**src/rtl/cic_pkg.sv**
```systemverilog
package cic_pkg;
  // Strobes passed from the control unit to the datapath
  typedef struct packed {
    logic accept;  // integrators advance
    logic dump;    // combs run, output bytes captured
    logic selQ;    // output mux selects the Q byte
  } cicCtrlT;
endpackage

```
**src/rtl/cic_ctrl.sv**
```systemverilog
module cic_ctrl
  import cic_pkg::*;
#(
  parameter int DECIM = 4
) (
  input  logic    clk,
  input  logic    rst,
  input  logic    inValid,
  input  logic    outReady,
  output logic    inReady,
  output logic    outValid,
  output cicCtrlT ctrl
);
  localparam int PH_W = (DECIM > 1) ? $clog2(DECIM) : 1;
  localparam logic [PH_W-1:0] LAST_PH = PH_W'(DECIM - 1);

  logic [PH_W-1:0] phase;
  logic pending;
  logic selQ;
  logic lastPhase;
  logic accept;
  logic dump;
  logic pop;

  assign lastPhase = (phase == LAST_PH);
  assign inReady   = !(pending && lastPhase);
  assign accept    = inValid && inReady;
  assign dump      = accept && lastPhase;
  assign pop       = pending && outReady;
  assign outValid  = pending;

  assign ctrl.accept = accept;
  assign ctrl.dump   = dump;
  assign ctrl.selQ   = selQ;

  always_ff @(posedge clk) begin
    if (rst) begin
      phase   <= '0;
      pending <= 1'b0;
      selQ    <= 1'b0;
    end else begin
      if (accept) phase <= lastPhase ? '0 : phase + 1'b1;
      if (dump) begin
        pending <= 1'b1;
        selQ    <= 1'b0;
      end else if (pop) begin
        if (selQ) pending <= 1'b0;
        selQ <= !selQ;
      end
    end
  end


  dump_rate_chk: assert property (@(posedge clk) disable iff (rst)
    dump |=> (outValid && !selQ && phase == '0));


  blocked_chk: assert property (@(posedge clk) disable iff (rst)
    (inValid && !inReady) |=> $stable(phase));


  hold_chk: assert property (@(posedge clk) disable iff (rst)
    (outValid && !outReady) |=> (outValid && $stable(selQ)));


  order_chk: assert property (@(posedge clk) disable iff (rst)
    (outValid && outReady && selQ) |=> !outValid);
endmodule

```
**src/rtl/cic_datapath.sv**
```systemverilog
module cic_datapath
  import cic_pkg::*;
#(
  parameter int CNT_W  = 8,
  parameter int GAIN_W = 16,
  parameter int ACC_W  = 32,
  parameter int ORDER  = 3,
  parameter int SHIFT  = 10
) (
  input  logic              clk,
  input  logic              rst,
  input  logic [CNT_W-1:0]  cntI,
  input  logic [CNT_W-1:0]  cntQ,
  input  logic [GAIN_W-1:0] gain,
  input  cicCtrlT           ctrl,
  output logic [7:0]        outData
);
  // Only the product bits up to SHIFT+7 reach the byte
  localparam int PW = SHIFT + 8;

  logic [CNT_W-1:0] chanCnt [2];
  logic [7:0]       chanByte [2];

  assign chanCnt[0] = cntI;
  assign chanCnt[1] = cntQ;

  for (genvar ch = 0; ch < 2; ch++) begin : g_chan
    logic [ACC_W-1:0] integ [ORDER];
    logic [ACC_W-1:0] dly   [ORDER];
    logic [ACC_W-1:0] iNext [ORDER];
    logic [ACC_W-1:0] cIn   [ORDER];
    logic [ACC_W-1:0] cOut  [ORDER];
    logic [PW-1:0]    prod;
    logic [7:0]       byteNext;
    logic [7:0]       byteReg;

    always_comb begin
      for (int k = 0; k < ORDER; k++) begin
        if (k == 0) iNext[k] = integ[k] + ACC_W'(chanCnt[ch]);
        else        iNext[k] = integ[k] + iNext[k-1];
      end
      for (int k = 0; k < ORDER; k++) begin
        if (k == 0) cIn[k] = iNext[ORDER-1];
        else        cIn[k] = cOut[k-1];
        cOut[k] = cIn[k] - dly[k];
      end
      prod     = PW'(cOut[ORDER-1]) * PW'(gain);
      byteNext = 8'(prod >> SHIFT) + 8'h80;
    end

    always_ff @(posedge clk) begin
      if (rst) begin
        for (int k = 0; k < ORDER; k++) begin
          integ[k] <= '0;
          dly[k]   <= '0;
        end
        byteReg <= '0;
      end else begin
        if (ctrl.accept) begin
          for (int k = 0; k < ORDER; k++) integ[k] <= iNext[k];
        end
        if (ctrl.dump) begin
          for (int k = 0; k < ORDER; k++) dly[k] <= cIn[k];
          byteReg <= byteNext;
        end
      end
    end

    assign chanByte[ch] = byteReg;
  end

  assign outData = ctrl.selQ ? chanByte[1] : chanByte[0];
endmodule

```
**src/rtl/cic_byte_decim.sv**
```systemverilog
module cic_byte_decim
  import cic_pkg::*;
#(
  parameter int CNT_W  = 8,
  parameter int GAIN_W = 16,
  parameter int ACC_W  = 32,
  parameter int DECIM  = 4,
  parameter int SHIFT  = 10
) (
  input  logic              clk,
  input  logic              rst,
  input  logic              inValid,
  output logic              inReady,
  input  logic [CNT_W-1:0]  cntI,
  input  logic [CNT_W-1:0]  cntQ,
  input  logic [GAIN_W-1:0] gain,
  output logic              outValid,
  input  logic              outReady,
  output logic [7:0]        outData
);
  cicCtrlT ctrl;

  cic_ctrl #(.DECIM(DECIM)) u_ctrl (
    .clk      (clk),
    .rst      (rst),
    .inValid  (inValid),
    .outReady (outReady),
    .inReady  (inReady),
    .outValid (outValid),
    .ctrl     (ctrl)
  );

  cic_datapath #(
    .CNT_W (CNT_W),
    .GAIN_W(GAIN_W),
    .ACC_W (ACC_W),
    .ORDER (3),
    .SHIFT (SHIFT)
  ) u_dp (
    .clk     (clk),
    .rst     (rst),
    .cntI    (cntI),
    .cntQ    (cntQ),
    .gain    (gain),
    .ctrl    (ctrl),
    .outData (outData)
  );


  data_hold_chk: assert property (@(posedge clk) disable iff (rst)
    (outValid && !outReady) |=> $stable(outData));
endmodule

```
**config.mk**
```make
export PLATFORM = sky130hd
export DESIGN_NAME = cic_byte_decim
export DESIGN_NICKNAME = d
export VERILOG_FILES = /design/src/rtl/cic_pkg.sv /design/src/rtl/cic_ctrl.sv /design/src/rtl/cic_datapath.sv /design/src/rtl/cic_byte_decim.sv
export SDC_FILE = /design/constraint.sdc
export NUM_CORES = 1
export LEC_CHECK = 0
export ABC_CLOCK_PERIOD_IN_PS = 36800
export BUFFER_PORTS_ARGS = -buffer_cell sky130_fd_sc_hd__buf_2
export CORE_MARGIN = 1
export CORE_UTILIZATION = 39
export CTS_CLUSTER_SIZE = 16
export DETAILED_ROUTE_END_ITERATION = 16
export HOLD_SLACK_MARGIN = 0.12
export PLACE_DENSITY = 0.51
export SLEW_MARGIN = 25
export SYNTH_ARGS = -nofsm -noshare
export SYNTH_HDL_FRONTEND = slang
export SYNTH_SLANG_ARGS = --single-unit
```
**constraint.sdc**
```tcl
create_clock -name clk -period 36.8 [get_ports clk]
set_input_delay 7.36 -clock clk [delete_from_list [all_inputs] [get_ports clk]]
set_output_delay 7.36 -clock clk [all_outputs]
set_load 0.03 [all_outputs]
```
# Word level (Yosys, flattened, before mapping)
# Memories as Yosys holds them, arrays and structs flattened.
# Index checks and enable logic that the tools add are counted.
# classes
addsub	15
mul	2
n_eq_ne	1
n_mux	25
bitwise	12
reduce_logical	10
# ops
cell	count
$mux W32	12
$add A32 B32 Y32	4
$sub A32 B32 Y32	4
$add A32 B8 Y32	2
$mul A18 B16 Y18	2
$sub A18 B18 Y18	2
$add A8 B8 Y8 const B	2
$or A1 B1 Y1	12
$mux W1	11
$mux W8	1
$logic_and A1 B1 Y1	4
$reduce_bool A2 Y1	2
$add A2 B1 Y2 const B	1
$eq A2 B2 Y1 const B	1
$logic_not A1 Y1	2
$mux W2	1
$reduce_and A2 Y1	1
$reduce_or A2 Y1	1
# word_totals
regBits	20
mem_bits_rw	384
input_bits	36
out_inout_bits	10
elab_cells	74
mem_count	4
# mem_list
name	depth	width	read_ports	rd_clocked_by_memory_dff	write_ports	line	source
u_dp.g_chan[0].dly	3	32	3	0	3	cic_datapath.sv:29	logic [ACC_W-1:0] dly [ORDER];
u_dp.g_chan[0].integ	3	32	3	0	3	cic_datapath.sv:28	logic [ACC_W-1:0] integ [ORDER];
u_dp.g_chan[1].dly	3	32	3	0	3	cic_datapath.sv:29	
u_dp.g_chan[1].integ	3	32	3	0	3	cic_datapath.sv:28	

# Depth between registers and ports, before layout
# Gate-level depths: netlist (run 1).
# logic_depth
depth_word	9
ltp_mapped	62
ltp_nobuf	62

# Hierarchy
# From an unflattened synthesis (run 1), not the netlist that was laid out.
# hier_totals
cells_unflattened	2949
hier_area_um2	26818.2
# by_module_without_submodules
mod	n_inst	cells_each	area_each_um2	seq_area_each_um2
cic_datapath	1	2924	26580.5	6806.5
cic_ctrl	1	25	237.7	80.1

# Least setup slack after synthesis (run 1)
# No wires, ideal clock.
# synth_path
path_kind	input to register
start	input cntI[0]
end	register u_dp.g_chan[0].byteReg[7]
setup_time_ps	125
t_arrival_ps	19388
t_required_ps	36675
slack_ps	17287
cell_stages	56
path_buffers	0
path_cell_list	ha_1 -> fa_1 -> a21o_1 -> a21oi_1 -> xnor2_1 -> ha_1 -> a21boi_0 -> o21ai_0 -> nand2_1 -> xor2_1 -> ha_1 -> a2111o_1 -> a311o_1 -> nand2_1 -> nor2_1 -> o21ai_0 -> nand2b_1 -> xnor2_1 -> [... 20 more ...] -> inv_1 -> fa_1 -> inv_1 -> fa_1 -> fa_1 -> fa_1 -> xnor2_1 -> xnor2_1 -> xnor2_1 -> xnor2_1 -> xnor3_1 -> xnor3_1 -> xnor3_1 -> xor3_1 -> xor2_1 -> xnor2_2 -> xnor2_1 -> o21ai_1
# synth_lines
item	line	source
from (decl)	cic_byte_decim.sv:14	input logic [CNT_W-1:0] cntI,
to (signal assigned)	cic_datapath.sv:64	byteReg <= byteNext;
to (decl)	cic_datapath.sv:35	logic [7:0] byteReg;

==> results of run 1 <==
[sequential cells by signal, indices dropped and copies added, names as in the netlist]
name / flops
u_dp.g_chan.dly: 108
u_dp.g_chan.byteReg: 16
u_ctrl.selQ: 1
u_ctrl.outValid: 1
u_ctrl.phase: 2
u_dp.g_chan.integ: 108
[cell usage in the layout (no fill, tap or decap), types with 8 or more instances in the layout]
| cell type | count |
|---|---|
| sky130_fd_sc_hd__a211oi_1 | 12 |
| sky130_fd_sc_hd__a21boi_0 | 30 |
| sky130_fd_sc_hd__a21o_1 | 35 |
| sky130_fd_sc_hd__a21oi_1 | 108 |
| sky130_fd_sc_hd__a31oi_1 | 10 |
| sky130_fd_sc_hd__and2_1 | 220 |
| sky130_fd_sc_hd__and3_1 | 26 |
| sky130_fd_sc_hd__buf_2 | 45 |
| sky130_fd_sc_hd__buf_4 | 24 |
| sky130_fd_sc_hd__bufinv_16 | 8 |
| sky130_fd_sc_hd__clkbuf_16 | 31 |
| sky130_fd_sc_hd__dfxtp_1 | 20 |
| sky130_fd_sc_hd__edfxtp_1 | 216 |
| sky130_fd_sc_hd__fa_1 | 226 |
| sky130_fd_sc_hd__ha_1 | 287 |
| sky130_fd_sc_hd__inv_1 | 515 |
| sky130_fd_sc_hd__mux2_2 | 9 |
| sky130_fd_sc_hd__mux2i_1 | 8 |
| sky130_fd_sc_hd__nand2_1 | 279 |
| sky130_fd_sc_hd__nand2b_1 | 36 |
| sky130_fd_sc_hd__nand3_1 | 31 |
| sky130_fd_sc_hd__nand3b_1 | 9 |
| sky130_fd_sc_hd__nand4_1 | 10 |
| sky130_fd_sc_hd__nor2_1 | 200 |
| sky130_fd_sc_hd__nor2b_1 | 70 |
| sky130_fd_sc_hd__nor3_1 | 42 |
| sky130_fd_sc_hd__nor4_1 | 9 |
| sky130_fd_sc_hd__o211ai_1 | 13 |
| sky130_fd_sc_hd__o21a_1 | 34 |
| sky130_fd_sc_hd__o21ai_0 | 98 |
| sky130_fd_sc_hd__o21ai_1 | 8 |
| sky130_fd_sc_hd__o21bai_1 | 14 |
| sky130_fd_sc_hd__o31ai_1 | 11 |
| sky130_fd_sc_hd__or2_2 | 10 |
| sky130_fd_sc_hd__xnor2_1 | 143 |
| sky130_fd_sc_hd__xor2_1 | 60 |
[metal layers]
metal,vias up,share of wire (%),global-route usage (%),wire (um)
met3,73,2.7,1.57,1660
met5,-,0.021,0,13
li1,9872,-,-,-
met4,2,2.0,3.98,1210
met2,249,48,30.9,29200
met1,9657,47,23.0,28500
[stage by stage]
stage,utilization (%),worst slack (ns),hold WS [ns],std cells,instance area [um^2]
4_1_cts,43.2,16.51,0.454,3980,29800
3_3_place_gp,41.6,16.21,0.439,3925,28700
5_1_grt,43.2,15.55,0.476,3980,29800
2_1_floorplan,-,17.29,0.419,3001,27300
6_report,43.2,16.51,0.458,3980,29800
3_5_place_dp,41.6,15.97,0.440,3925,28700
[layout make-up]
class / count / area, um^2
inverters: 516 / 1940
clock buffers: 34 / 787
fillers: 6807 / 39200
repair buffers: 70 / 417
multi-input cells: 2172 / 18300
well taps: 931 / 1160
flip-flops and latches: 236 / 6890
clock inverters: 21 / 307
[how the worst max path moves through the flow]
| stage | end | depth (start not counted) |
|---|---|---|
| floorplan | u_dp.g_chan[0].byteReg[7]$_SDFFE_PP0P_ | 56 |
| global placement | u_dp.g_chan[0].byteReg[7]$_SDFFE_PP0P_ | 59 |
| detailed placement | u_dp.g_chan[0].byteReg[7]$_SDFFE_PP0P_ | 56 |
| CTS | u_dp.g_chan[0].byteReg[7]$_SDFFE_PP0P_ | 57 |
| global route | u_dp.g_chan[0].byteReg[7]$_SDFFE_PP0P_ | 56 |
| finish | u_dp.g_chan[0].byteReg[7]$_SDFFE_PP0P_ | 57 |
[worst reg2reg max path, delay by kind of cell (launching register included)]
family,cells,cell delay [ns]
flip-flops,1,0.36
AO/OA/AOI/OAI,13,3.00
adder cells (fa/ha/maj),13,5.21
AND/OR/NAND/NOR,10,1.08
buffers and inverters,3,0.18
XOR/XNOR,17,3.82
[kinds of logic (layout without fill, tap and decap cells)]
family                   after synthesis  after routing
buffers and inverters                593            641
XOR/XNOR                             219            219
AO/OA/AOI/OAI                        442            442
AND/OR/NAND/NOR                      981            981
flip-flops                           236            236
adder cells (fa/ha/maj)              513            513
multiplexers                          17             17
==> results.rst, run 1 <==
.. list-table::
   :header-rows: 1

   * - Metric
     - Value
   * - Clock-pin slew reported for the worst setup and hold paths after clock tree synthesis
     - 0.06 ns
   * - Top Ports
     - 46
   * - Initial core utilization
     - 39.7%
   * - Die height
     - 267 um
   * - Overall global routing resource usage
     - 17.5%
   * - Number of failing hold endpoints at the final stage
     - 0
   * - Post-layout min period
     - 20.29 ns
   * - Number of buffers added on ports
     - 45
   * - Avg Synthesized Cell Area
     - 9.11 um^2
   * - Total iterations of the first detailed-routing run
     - 5
   * - H-tree Lvls
     - 1
   * - Reg2Reg Capture Point
     - u_dp.g_chan[0].byteReg[7]$_SDFFE_PP0P_
   * - Type of the worst min-delay path
     - reg -> reg
   * - Sum of negative setup slack
     - 0 ns
   * - Distinct cell type count after synthesis
     - 83
   * - Remaining design rule violation count
     - 0
   * - DPL Wire Length
     - 46100 um
   * - Data arrival time of the critical path
     - 20.73 ns
   * - Initial antenna violation count
     - 1
   * - Most used flip-flop cell after synthesis
     - sky130_fd_sc_hd__edfxtp_1
   * - Cell types with the largest area share after synthesis
     - sky130_fd_sc_hd__edfxtp_1, sky130_fd_sc_hd__fa_1, sky130_fd_sc_hd__ha_1
   * - Largest clock skew in the final design
     - 0.0159 ns
   * - Post-synthesis instance area
     - 0.0273 mm^2
   * - Via count
     - 19900
   * - Buffers inserted by post-CTS timing repair
     - 0
   * - Total nets after synthesis
     - 3550
   * - Worst reg2reg path startpoint
     - u_dp.g_chan[0].integ[0][0]$_SDFFCE_PN0P_
   * - WP buf/inv
     - 4
   * - Routed wire length per instance
     - 15.2 um
   * - Min-Delay Path Depth
     - 2
   * - Synth async-reset ratio
     - 0%
   * - Largest family of logic cells by synthesized area
     - adder cells
   * - Insertion delay of the later-clocked pin in the worst-skew pair
     - 0.57 ns
   * - Overall die area
     - 0.0712 mm^2
   * - CP max FO
     - 6
   * - Global route total overflow
     - 0
   * - Xor/xnor share of the synthesized area
     - 7.64%
   * - Fraction of the mapped netlist area in compound gates
     - 10.6%
   * - Maxcap violations
     - 0
   * - Width of the die
     - 267 um
   * - Launching element of the worst setup path
     - cntI[0]
   * - Number of storage elements in the synthesis netlist
     - 236
   * - Core Footprint
     - 0.0689 mm^2
   * - Mean number of vias per cell
     - 4.99
   * - Launch point of the worst hold path
     - u_dp.g_chan[0].byteReg[4]$_SDFFE_PP0P_
   * - # clock sinks
     - 236
   * - Arithmetic-cell share of the synthesized area counting full adders, half adders and majority gates
     - 29.7%
   * - CP Launch Type
     - primary input
   * - # resized after CTS
     - 0
   * - Deepest clock path buffer count
     - 3
   * - TritonCTS clock tree
     - yes
   * - CP endpoint kind
     - register
   * - Synth top cells by count
     - sky130_fd_sc_hd__inv_1, sky130_fd_sc_hd__ha_1, sky130_fd_sc_hd__nand2_1
   * - Reg2reg setup slack
     - 23.04 ns
   * - Most common cell type on the critical path
     - sky130_fd_sc_hd__xnor2_1
   * - Synth area leader
     - sky130_fd_sc_hd__edfxtp_1
   * - Number of CTS-inserted buffers
     - 30
   * - Critical Setup Path Class
     - in -> reg
   * - Unrepaired setup endpoints after global routing
     - no
   * - Number of cells traversed by the worst register-to-register path
     - 56
   * - Most frequently used cell type in the post-synthesis netlist
     - sky130_fd_sc_hd__inv_1
   * - CTS Root Cell
     - sky130_fd_sc_hd__clkbuf_16
   * - Total Nets Final
     - 3575
   * - Setup violations, final
     - 0
   * - Synth warn
     - 0
   * - Proportion of netlist area held by the largest area contributor
     - 23.7%
   * - Worst hold path endpoint
     - u_dp.g_chan[0].byteReg[4]$_SDFFE_PP0P_
   * - Total Routed Length
     - 60600 um
   * - Final critical-path share of the clock period
     - 55.1%
   * - Synth-to-Final Area Change
     - 8.91%
   * - Run status
     - finished, final reports clean
   * - Final Slew Violations
     - 0
   * - Rel. slew slack
     - 32.6%
   * - Hold Buf Count CTS
     - 0
   * - Layout cell share with drive strength beyond 1
     - 5.71%
   * - Via count of the first global-routing pass
     - 20700
   * - Cell family with the largest share of critical-path delay
     - adder cells
   * - Diode insertion count for antenna repair
     - 0
   * - Share of cell area taken by muxes after synthesis
     - 0.664%
   * - GPL Wtd Cong
     - 0.831
   * - Post-synthesis simple-gate area fraction
     - 18.1%
   * - Upper clock frequency limit
     - 49.3 MHz
   * - Worst-Margin Slew
     - 1.00 ns
   * - Crit path largest cell delay
     - 0.71 ns
   * - First-pass GRT wire length
     - 102000 um
   * - Number of rows created at floorplan
     - 96
   * - Post-synthesis cell count
     - 3001
   * - Worst path slowest cell
     - sky130_fd_sc_hd__a2111oi_0
   * - Antenna-violating nets left
     - 0
   * - Req. time, crit path
     - 37.24 ns
   * - Drt initial violations
     - 745
   * - Pin count of the biggest net entering global routing
     - 84
   * - Number of flops mapped to enable cells by yosys
     - 216
   * - Fraction of the yosys area taken by sequential cells
     - 25.2%
Power of run 1 is not shown: default switching activity piles up to over one toggle a cycle in this logic, so the estimate is an artifact.
==> run 2: changes to the inputs <==
--- a/config.mk
+++ b/config.mk
@@ -5,7 +5,7 @@
 export SDC_FILE = /design/constraint.sdc
 export NUM_CORES = 1
 export LEC_CHECK = 0
-export ABC_CLOCK_PERIOD_IN_PS = 36800
+export ABC_CLOCK_PERIOD_IN_PS = 20600
 export BUFFER_PORTS_ARGS = -buffer_cell sky130_fd_sc_hd__buf_2
 export CORE_MARGIN = 1
 export CORE_UTILIZATION = 39
==> constraint.sdc (replaced) <==
create_clock -name clk -period 20.6 [get_ports clk]
set_input_delay 4.12 -clock clk [delete_from_list [all_inputs] [get_ports clk]]
set_output_delay 4.12 -clock clk [all_outputs]
set_load 0.03 [all_outputs]
==> run 2 against run 1 <==
Net effect: design area shrank 0.12%; final cell count is essentially flat; clock skew about the same; critical path depth fell by 1; global-route usage rose by 0.12 points; wire length is essentially flat; hold slack worse by 0.0073 ns; sequential cell count did not move; die area unchanged; largest cell class unchanged.
==> results.rst, run 2 (synthesis gave the netlist of run 1 again) <==
.. list-table::
   :header-rows: 1

   * - Metric
     - Value
   * - TritonCTS clock tree
     - yes
   * - Met3 wirelength from detailed routing
     - 1970 um
   * - Worst-Margin Slew
     - 1.02 ns
   * - Clock-pin slew reported for the worst setup and hold paths after clock tree synthesis
     - 0.06 ns
   * - Hold Buf Count CTS
     - 0
   * - Layout cell share with drive strength beyond 1
     - 5.70%
   * - Insertion delay of the later-clocked pin in the worst-skew pair
     - 0.59 ns
   * - Global route total overflow
     - 0
   * - Post-layout min period
     - 16.92 ns
   * - Run status
     - finished, final reports clean
   * - Number of CTS-inserted buffers
     - 31
   * - Reg2Reg Capture Point
     - u_dp.g_chan[0].byteReg[7]$_SDFFE_PP0P_
   * - Commonest cells after routing, fill and taps aside
     - sky130_fd_sc_hd__inv_1, sky130_fd_sc_hd__ha_1, sky130_fd_sc_hd__nand2_1
   * - Reg2reg setup slack
     - 6.97 ns
   * - Top sig layer
     - met5
   * - Deepest clock path buffer count
     - 3
   * - Mean number of vias per cell
     - 4.99
   * - Crit path largest cell delay
     - 0.60 ns
   * - Worst hold path endpoint
     - u_dp.g_chan[0].byteReg[4]$_SDFFE_PP0P_
   * - Largest clock skew in the final design
     - 0.0157 ns
   * - Design area
     - 0.0297 mm^2
   * - # placed instances
     - 3925
   * - Drt initial violations
     - 674
   * - Initial core utilization
     - 39.7%
   * - Overall die area
     - 0.0712 mm^2
   * - Min-Delay Path Depth
     - 2
   * - Most common cell type on the critical path
     - sky130_fd_sc_hd__xnor2_1
   * - Rel. slew slack
     - 31.3%
   * - Req. time, crit path
     - 21.06 ns
   * - Upper clock frequency limit
     - 59.1 MHz
   * - Number of failing hold endpoints at the final stage
     - 0
   * - CP Launch Type
     - primary input
   * - DPL Wire Length
     - 46200 um
   * - Top Ports
     - 46
   * - Worst path slowest cell
     - sky130_fd_sc_hd__a2111oi_0
   * - Launch point of the worst hold path
     - u_dp.g_chan[0].byteReg[4]$_SDFFE_PP0P_
   * - Post-DP Area
     - 0.0287 mm^2
   * - Non-filler instance count after layout
     - 3982
   * - Setup violations, final
     - 0
   * - Total Routed Length
     - 60600 um
   * - Width of the die
     - 267 um
   * - CP max FO
     - 6
   * - Unrepaired setup endpoints after global routing
     - no
   * - Via count of the first global-routing pass
     - 20600
   * - Final Slew Violations
     - 0
   * - Via count
     - 19900
   * - Number of buffers added on ports
     - 45
   * - Sum of negative setup slack
     - 0 ns
   * - Number of rows created at floorplan
     - 96
   * - Total iterations of the first detailed-routing run
     - 5
   * - Remaining design rule violation count
     - 0
   * - First-pass GRT wire length
     - 102000 um
   * - Number of cells traversed by the worst register-to-register path
     - 55
   * - Overall global routing resource usage
     - 17.6%
   * - GPL Wtd Cong
     - 0.830
   * - # clock sinks
     - 236
   * - Antenna-violating nets left
     - 0
   * - Maxcap violations
     - 0
   * - Type of the worst min-delay path
     - reg -> reg
   * - Critical Setup Path Class
     - in -> reg
   * - Registers with the most flip-flops
     - u_dp.g_chan.dly: 108 flops, u_dp.g_chan.integ: 108 flops, u_dp.g_chan.byteReg: 16 flops
   * - Final critical-path share of the clock period
     - 82.1%
   * - CP endpoint kind
     - register
   * - Met1 wire length
     - 28400 um
   * - Diode insertion count for antenna repair
     - 0
   * - Met2 wirelength from detailed routing
     - 29100 um
   * - Total Nets Final
     - 3576
   * - # resized after CTS
     - 0
   * - Synth-to-Final Area Change
     - 8.78%
   * - Die height
     - 267 um
   * - Initial antenna violation count
     - 1
   * - Worst reg2reg path startpoint
     - u_dp.g_chan[0].integ[0][0]$_SDFFCE_PN0P_
   * - Core Footprint
     - 0.0689 mm^2
   * - Data arrival time of the critical path
     - 17.37 ns
   * - H-tree Lvls
     - 1
   * - Buffers inserted by post-CTS timing repair
     - 0
   * - Routed wire length per instance
     - 15.2 um
   * - Pin count of the biggest net entering global routing
     - 84
   * - CTS Root Cell
     - sky130_fd_sc_hd__clkbuf_16
   * - Commonest non-fill, non-tap cell in the layout
     - sky130_fd_sc_hd__inv_1
==> run 2: cell types whose count changed in the layout (fill, tap and decap cells not counted), sizes merged <==
cell      before  now
clkbuf        34   33
bufinv         8    6
clkinvlp       1    4
inv          516  517
clkinv        12   13
==> run 2: area by class of cell <==
| class | instances | area [um^2] |
|---|---|---|
| fill | 6802 | 39200 |
| multi-input combinational | 2172 | 18300 |
| sequential | 236 | 6890 |
| inverter | 516 | 1940 |
| tap | 931 | 1160 |
| clock buffer | 33 | 783 |
| timing repair buffer | 70 | 417 |
| clock inverter | 24 | 275 |
==> run 2: layer usage <==
metal,track usage (%),up-vias
met5,0,-
met1,23.1,9643
li1,-,9878
met2,30.8,254
met3,1.94,74
met4,4.09,2
==> run 2: how the worst max path moves through the flow <==
stage / start / to / cells past startpoint
2_1_floorplan: cntI[0] / u_dp.g_chan[0].byteReg[7]$_SDFFE_PP0P_ / 56
3_3_place_gp: cntI[0] / u_dp.g_chan[0].byteReg[7]$_SDFFE_PP0P_ / 59
3_5_place_dp: cntI[0] / u_dp.g_chan[0].byteReg[7]$_SDFFE_PP0P_ / 56
4_1_cts: cntI[0] / u_dp.g_chan[0].byteReg[7]$_SDFFE_PP0P_ / 56
5_1_grt: cntI[0] / u_dp.g_chan[0].byteReg[7]$_SDFFE_PP0P_ / 56
6_report: cntI[0] / u_dp.g_chan[0].byteReg[7]$_SDFFE_PP0P_ / 56
==> run 2: through the flow <==
step           hold slack [ns]  utilization, %  worst slack, ns
6_report                 0.451            43.1             3.68
5_1_grt                  0.473            43.1             2.58
4_1_cts                  0.454            43.1             3.61
3_5_place_dp             0.440            41.6             3.05
3_3_place_gp             0.439            41.6             3.24
2_1_floorplan            0.419               -             4.33
==> run 2: critical path, delay by kind of cell <==
family | cells | cell delay, ns
compound gates | 15 | 3.32
xor+xnor | 17 | 3.80
fa+ha+maj | 13 | 5.12
buf+inv | 4 | 0.28
simple gates | 7 | 0.75
Power of run 2 is left out for the same reason.
